==> src/rtl/pwr_mode_pkg.sv <==
package pwr_mode_pkg;
  typedef enum logic [1:0] {
    MODE_RUN  = 2'd0,
    MODE_IDLE = 2'd1,
    MODE_PDN  = 2'd2
  } pmode_t;

  localparam int BIT_DBL = 7;
  localparam int BIT_GF1 = 3;
  localparam int BIT_GF0 = 2;
  localparam int BIT_PDN = 1;
  localparam int BIT_SLP = 0;
endpackage

==> src/rtl/pwr_rst_qual.sv <==
module pwr_rst_qual #(
  parameter int HOLD = 24
) (
  input  logic clk,
  input  logic rst,
  input  logic ext_rst,
  output logic clr
);
  localparam int CW = $clog2(HOLD + 1);
  localparam logic [CW-1:0] LIMIT = CW'(HOLD);

  logic [CW-1:0] cnt_q;

  always_ff @(posedge clk) begin
    if (rst || !ext_rst) cnt_q <= '0;
    else if (cnt_q != LIMIT) cnt_q <= cnt_q + 1'b1;
  end

  assign clr = ext_rst && (cnt_q == LIMIT);


  hold_cnt_chk: assert property (@(posedge clk) disable iff (rst)
    cnt_q <= LIMIT);
endmodule

==> src/rtl/pwr_ctl_reg.sv <==
module pwr_ctl_reg
  import pwr_mode_pkg::*;
#(
  parameter int ADDR_W = 8,
  parameter logic [ADDR_W-1:0] REG_ADDR = 'h87
) (
  input  logic              clk,
  input  logic              rst,
  input  logic              clr,
  input  logic              wr_en,
  input  logic [ADDR_W-1:0] wr_addr,
  input  logic [7:0]        wr_data,
  input  logic              wake,
  output logic [7:0]        rd_data,
  output pmode_t            mode
);
  logic dbl_q, gf1_q, gf0_q, pdn_q, slp_q;
  logic hit;

  assign hit = wr_en && (wr_addr == REG_ADDR);

  always_ff @(posedge clk) begin
    if (rst || clr) begin
      dbl_q <= 1'b0;
      gf1_q <= 1'b0;
      gf0_q <= 1'b0;
      pdn_q <= 1'b0;
      slp_q <= 1'b0;
    end else if (hit) begin
      dbl_q <= wr_data[BIT_DBL];
      gf1_q <= wr_data[BIT_GF1];
      gf0_q <= wr_data[BIT_GF0];
      pdn_q <= wr_data[BIT_PDN];
      slp_q <= wr_data[BIT_SLP] & ~wr_data[BIT_PDN];
    end else if (wake && slp_q) begin
      slp_q <= 1'b0;
    end
  end

  always_comb begin
    rd_data          = 8'h00;
    rd_data[BIT_DBL] = dbl_q;
    rd_data[BIT_GF1] = gf1_q;
    rd_data[BIT_GF0] = gf0_q;
    rd_data[BIT_PDN] = pdn_q;
    rd_data[BIT_SLP] = slp_q;
  end

  always_comb begin
    if (pdn_q)      mode = MODE_PDN;
    else if (slp_q) mode = MODE_IDLE;
    else            mode = MODE_RUN;
  end


  pd_prio_chk: assert property (@(posedge clk) disable iff (rst)
    (hit && !clr && wr_data[BIT_PDN] && wr_data[BIT_SLP]) |=> (pdn_q && !slp_q));


  irq_wake_chk: assert property (@(posedge clk) disable iff (rst)
    (slp_q && wake && !hit && !clr) |=> !slp_q);


  pdn_keep_chk: assert property (@(posedge clk) disable iff (rst)
    (pdn_q && wake && !hit && !clr) |=> (pdn_q && $stable(rd_data)));


  never_both_chk: assert property (@(posedge clk) disable iff (rst)
    !(pdn_q && slp_q));
endmodule

==> src/rtl/pwr_out_stage.sv <==
module pwr_out_stage
  import pwr_mode_pkg::*;
(
  input  logic   clk,
  input  logic   rst,
  input  pmode_t mode,
  output logic   cpu_clk_en,
  output logic   per_clk_en,
  output logic   osc_en,
  output logic   strb_ovr,
  output logic   ale_lvl,
  output logic   psen_lvl
);
  always_ff @(posedge clk) begin
    if (rst) begin
      cpu_clk_en <= 1'b1;
      per_clk_en <= 1'b1;
      osc_en     <= 1'b1;
      strb_ovr   <= 1'b0;
      ale_lvl    <= 1'b0;
      psen_lvl   <= 1'b0;
    end else begin
      cpu_clk_en <= (mode == MODE_RUN);
      per_clk_en <= (mode != MODE_PDN);
      osc_en     <= (mode != MODE_PDN);
      strb_ovr   <= (mode != MODE_RUN);
      ale_lvl    <= (mode == MODE_IDLE);
      psen_lvl   <= (mode == MODE_IDLE);
    end
  end


  idle_out_chk: assert property (@(posedge clk) disable iff (rst)
    (strb_ovr && ale_lvl) |-> (!cpu_clk_en && per_clk_en && osc_en && psen_lvl));


  pdn_out_chk: assert property (@(posedge clk) disable iff (rst)
    !osc_en |-> (!cpu_clk_en && !per_clk_en && strb_ovr && !ale_lvl && !psen_lvl));


  lag_chk: assert property (@(posedge clk) disable iff (rst)
    (mode == MODE_PDN) |=> !osc_en);
endmodule

==> src/rtl/pwr_mode_ctrl.sv <==
module pwr_mode_ctrl
  import pwr_mode_pkg::*;
#(
  parameter int ADDR_W = 8,
  parameter logic [ADDR_W-1:0] REG_ADDR = 'h87,
  parameter int RST_HOLD = 24
) (
  input  logic              clk,
  input  logic              rst,
  input  logic              ext_rst,
  input  logic              reg_wr,
  input  logic [ADDR_W-1:0] reg_addr,
  input  logic [7:0]        reg_wdata,
  output logic [7:0]        reg_rdata,
  input  logic              irq_req,
  output logic              cpu_clk_en,
  output logic              per_clk_en,
  output logic              osc_en,
  output logic              strb_ovr,
  output logic              ale_lvl,
  output logic              psen_lvl
);
  logic   long_rst;
  pmode_t cur_mode;

  pwr_rst_qual #(.HOLD(RST_HOLD)) rstq_i (
    .clk     (clk),
    .rst     (rst),
    .ext_rst (ext_rst),
    .clr     (long_rst)
  );

  pwr_ctl_reg #(.ADDR_W(ADDR_W), .REG_ADDR(REG_ADDR)) reg_i (
    .clk     (clk),
    .rst     (rst),
    .clr     (long_rst),
    .wr_en   (reg_wr),
    .wr_addr (reg_addr),
    .wr_data (reg_wdata),
    .wake    (irq_req),
    .rd_data (reg_rdata),
    .mode    (cur_mode)
  );

  pwr_out_stage out_i (
    .clk        (clk),
    .rst        (rst),
    .mode       (cur_mode),
    .cpu_clk_en (cpu_clk_en),
    .per_clk_en (per_clk_en),
    .osc_en     (osc_en),
    .strb_ovr   (strb_ovr),
    .ale_lvl    (ale_lvl),
    .psen_lvl   (psen_lvl)
  );
endmodule

==> config.mk <==
export PLATFORM = sky130hd
export DESIGN_NAME = pwr_mode_ctrl
export DESIGN_NICKNAME = d
export VERILOG_FILES = /design/src/rtl/pwr_mode_pkg.sv /design/src/rtl/pwr_rst_qual.sv /design/src/rtl/pwr_ctl_reg.sv /design/src/rtl/pwr_out_stage.sv /design/src/rtl/pwr_mode_ctrl.sv
export SDC_FILE = /design/constraint.sdc
export NUM_CORES = 1
export LEC_CHECK = 0
export BUFFER_PORTS_ARGS = -buffer_cell sky130_fd_sc_hd__buf_4
export CAP_MARGIN = 20
export CORE_UTILIZATION = 44
export DETAILED_ROUTE_END_ITERATION = 10
export GPL_TIMING_DRIVEN = 0
export PLACE_DENSITY = 0.81
export RECOVER_POWER = 100
export SYNTH_ARGS = -nofsm -noshare
export SYNTH_HDL_FRONTEND = slang
export SYNTH_SLANG_ARGS = --single-unit
==> constraint.sdc <==
create_clock -name clk -period 1.55 [get_ports clk]
set_input_delay 0.31 -clock clk [delete_from_list [all_inputs] [get_ports clk]]
set_output_delay 0.31 -clock clk [all_outputs]
set_load 0.1 [all_outputs]
# Yosys cells after proc, flatten, opt, wreduce, memory -nomap -nowiden
# Cells that the tools add are included.
word_totals:
  reg_bits: 14
  input_bits: 21
  out_inout_bits: 14
  word_cells: 31
op_classes:
  n_addsub: 1
  n_eq_ne: 5
  n_mux: 4
  n_bitwise: 2
  n_reduce_logical: 9
op_table:
  columns: ["operator", "n"]
  rows:
  - ["== test 8 bit (second input constant)", 1]
  - ["adder 5 x 1 -> 5 bit (second input constant)", 1]
  - ["== test 5 bit (second input constant)", 1]
  - ["inequality test 5 bit (second input constant)", 1]
  - ["nonzero test 2 bit", 2]
  - ["logical AND 1 bit", 3]
  - ["2-to-1 mux 1 bit", 3]
  - ["== test 2 x 1 -> 1 bit (second input constant)", 1]
  - ["zero test 2 bit", 1]
  - ["logical OR 1 bit", 2]
  - ["2-to-1 mux 2 bit", 1]
  - ["inequality test 2 bit (second input constant)", 1]
  - ["AND 1 bit", 1]
  - ["zero test 1 bit", 1]
  - ["NOT 1 bit", 1]

# Depth between registers and ports, before layout
depth:
  ltp_word: 3
  ltp_mapped: 5
  depth_no_buf: 5

# Hierarchy
# A second synthesis with hierarchy kept.
unflattened:
  cells_unflattened: 78
  hier_area_um2: 802.0
by_module_without_submodules:
  columns: ["mod", "instances", "cells_per_inst", "area_per_inst_um2", "seq_area_each_um2"]
  rows:
  - ["pwr_ctl_reg", 1, 40, 377.9, 100.1]
  - ["pwr_rst_qual", 1, 28, 295.3, 100.1]
  - ["pwr_out_stage", 1, 10, 128.9, 80.1]

# Worst setup path after synthesis
# OpenSTA, ideal clock, no wires.
synth_timing:
  path_type: "reg2out"
  start: "register out_i.per_clk_en"
  end: "output port per_clk_en"
  arrival_time_ns: 1.356
  required_time_ns: 1.240
  setup_slack_ns: -0.116
  stages_incl_launch_ff: 2
  path_buffers: 1
  path_cell_list: "dfxtp_1 -> buf_4"
synth_lines:
  columns: ["item", "line_no", "source"]
  rows:
  - ["from (decl)", "pwr_out_stage.sv:8", "output logic per_clk_en,"]
  - ["from (signal assigned)", "pwr_out_stage.sv:24", "per_clk_en <= (mode != MODE_PDN);"]
  - ["to (decl)", "pwr_mode_ctrl.sv:17", "output logic per_clk_en,"]
# No word-level cell between the ends.

# Worst setup path after layout
layout_timing:
  start: "register reg_i.gf0_q"
  end: "output port reg_rdata[2]"
layout_lines:
  columns: ["item", "line_no", "source"]
  rows:
  - ["from (decl)", "pwr_ctl_reg.sv:17", "logic dbl_q, gf1_q, gf0_q, pdn_q, slp_q;"]
  - ["from (signal assigned)", "pwr_ctl_reg.sv:32", "gf0_q <= wr_data[BIT_GF0];"]
  - ["to (decl)", "pwr_mode_ctrl.sv:14", "output logic [7:0] reg_rdata,"]
# No word-level cell between the ends.

==> summary.txt <==
Run status
  • Status: complete, no violations

Power
  • Pwr dens: 761 nW/um^2
  • Clk pwr share: 35.1%
  • Pleak: 0.443 nW
  • Internal: roughly 0.55 mW
  • Sw Ratio: 24.5%
  • Tot Pwr: between 0.7 and 0.8 mW
  • Worst VDD drop: 0.446 mV
  • Comb power frac: roughly 15%
  • Sequential Power Share: 49.8%
  • Psw: 0.179 mW

Worst setup path
  • Reg-to-Reg End: reg_i.dbl_q
  • Worst setup EP type: primary output
  • FF-to-FF path depth: 5
  • R2R setup slack: 0.26 ns
  • WS Path Type: flip-flop to primary output
  • Worst path required time: between 1 and 1.5 ns
  • Setup crit start kind: flip-flop
  • Critical Path Fanout Max: 2
  • Arrival @ worst endpoint: approximately 1.1 ns
  • Critical R2R Launch: rstq_i.cnt_q[0]

Synth
  • Ys Warns: 0
  • Area of the mapped netlist: around 720 sq um
  • FF+latch count, synth: 14
  • Register area share after synthesis: a little under 40%
  • Netlist cell types: 24
  • Mapped Cells: 74
  • Syn Area/Cell: roughly 9.8 sq um

Cells and area
  • Filler cells: roughly 140
  • Area of the multi-input gates: between 300 and 400 sq um
  • Final core utilization: a little over three fifths
  • Leading cell type in the layout, fill and taps excluded: buf_4
  • Design area: about 960 sq um
  • Nets: 132
  • FF/Latch Area: between 200 and 300 sq um
  • Syn-to-layout area delta: 33.4%
  • # diodes: 0
  • Biggest register: rstq_i.cnt_q
  • Most frequent cells in the layout: 27 x buf_4, 12 x dfxtp_1, 7 x nor2_1
  • Final Non-Filler Cells: approximately 120
  • Largest register FFs: 5
  • Layout cells sized above 1: 45.4%

GRT
  • First-pass GRT wire length: ~2100 um
  • Vias in the first global route: 542
  • Pin count of the biggest net entering global routing: 9
  • Grt ovf: 0
  • GR Util All Layers: 15.9%
  • Initial antenna violation count: 0

STA
  • Fin. max-slew vios: 0
  • Endpoints failing setup: 0
  • Fin crit period: approximately 1.4 ns
  • Final setup TNS: 0 ns
  • Hold_ws: between 0.2 and 0.25 ns
  • RSZ-0062 raised after global routing: no
  • Fmax: 696 MHz
  • Clk_skew: 0.00104 ns
  • PnR worst setup slack: approximately 0.11 ns
  • Worst-Margin Slew: 0.549 ns
  • Fin. Hold Viols: 0
  • Final worst path period share: just over 90%
  • Rel. slew slack: roughly 64%

Floorplan
  • Chip width: 42.5 um
  • Starting Density: ~47%
  • Cell Rows: 14
  • Die area: 1810 sq um
  • Core Area: about 1500 sq um
  • Chip height: ~43 um
  • Num ports: 35

Clock network
  • Clock sinks: 14
  • H-tree depth: 1
  • Clk pin slew, worst setup/hold paths: approximately 0.080 ns
  • Clk buf depth: 2
  • Root buf cell: clkbuf_4
  • CTS Buf Count: 3
  • Clock Latency Late Sink: approximately 0.28 ns
  • CTS Hold Bufs: 0
  • Post-CTS resize count: 0
  • CTS tree: yes
  • Post-CTS Setup Bufs: 0

Drt
  • Vias per cell: 4.83
  • First-pass DRT Iterations: 4
  • Post-DR wirelength/cell: roughly 11 um
  • ANT nets after route: 0
  • Initial drt markers: 4
  • Post-route DRC violation count: 0
  • WL final: about 1300 um
  • DR vias: ~600

Placement
  • Cell Area, Placed: just under 1000 sq um
  • Final GP Congestion: 0.734
  • HPWL after detailed placement: 1140 um
  • DP Cell Count: between 100 and 150
  • Dpl ws: about 0.35 ns
  • PortBufs: 28

Hold path
  • Hold Path Class: primary input to flip-flop
  • Min-Delay Endpoint: out_i.psen_lvl
  • Min-delay src: rst
  • Worst hold stages: 2

Job
  • MaxCap Viol Count: 0
power by group through the flow:
stage | Combinational, mW | Clock, mW | Sequential, mW
finish | 0.111 | 0.258 | 0.365
detailed placement | 0.113 | 0 | 0.374
global placement | 0.110 | 0 | 0.373
CTS | 0.113 | 0.265 | 0.365
floorplan | 0.0690 | 0 | 0.373
global route | 0.119 | 0.274 | 0.366
cell usage after synthesis (all sizes together):
| library cell | number | share of area, % |
|---|---|---|
| o31ai | 5 | 5.2 |
| nand4b | 1 | 3.3 |
| nor3b | 1 | 1.0 |
| buf | 10 | 10 |
| nor2b | 2 | 1.7 |
| nand2 | 1 | 0.52 |
| and4bb | 1 | 2.3 |
| dfxtp | 14 | 39 |
| and2b | 1 | 1.2 |
| nand3 | 2 | 1.4 |
| nor2 | 7 | 3.6 |
| conb | 1 | 0.52 |
| inv | 4 | 2.1 |
| ha | 2 | 3.5 |
| mux2i | 1 | 1.4 |
| nand4 | 5 | 4.3 |
| xor2 | 3 | 3.6 |
| o21bai | 1 | 1.6 |
| nand4bb | 1 | 3.8 |
| and3b | 1 | 1.4 |
| nand3b | 1 | 1.0 |
| xnor2 | 1 | 1.2 |
| nand2b | 3 | 2.6 |
| a21oi | 5 | 3.5 |
layout make-up:
type | instances | area share [%]
Clock buffer | 4 | 3.77
Tap cell | 16 | 2.08
Buffer | 10 | 7.79
Inverter | 4 | 1.56
Multi-Input combinational cell | 48 | 35.7
Sequential cell | 14 | 29.4
Timing Repair Buffer | 28 | 19.7
per-layer routing:
layer  up-vias  global-route usage, %  share of wire (%)
li1        314                      -                  -
met1       262                   16.7                 40
met2        21                   30.2                 56
met3         2                   1.29                3.6
met4         0                   9.38                1.1
met5         -                      0                  0
worst max-delay path, cell delays in order (launching register included):
cell and delay [ns]:
dfxtp_1 0.34, buf_4 0.10, buf_2 0.41
cell families (layout without fill, tap and decap cells):
kind of cell | after synthesis | in the layout | share of synthesized area (%)
adders and majority gates | 2 | 2 | 3.47
xor gates and xnor gates | 4 | 4 | 4.85
muxes | 1 | 1 | 1.39
other | 1 | 3 | 0.519
buffers and inverters | 14 | 46 | 12.5
DFF | 14 | 14 | 38.8
AOI/OAI and AO/OA | 11 | 11 | 10.2
and+or+nand+nor | 27 | 27 | 28.3
worst max path at each step:
stage	from	end	slack [ns]	depth (start not counted)
global placement	rstq_i.cnt_q[0]	reg_i.slp_q	0.39	5
CTS	reg_i.pdn_q	reg_rdata[1]	0.15	2
finish	reg_i.gf0_q	reg_rdata[2]	0.11	2
global route	rstq_i.cnt_q[0]	reg_i.gf0_q	0.07	5
floorplan	out_i.per_clk_en	per_clk_en	0.22	1
detailed placement	rstq_i.cnt_q[0]	rstq_i.cnt_q[1]	0.35	5
(Power assumes the default switching activity.)
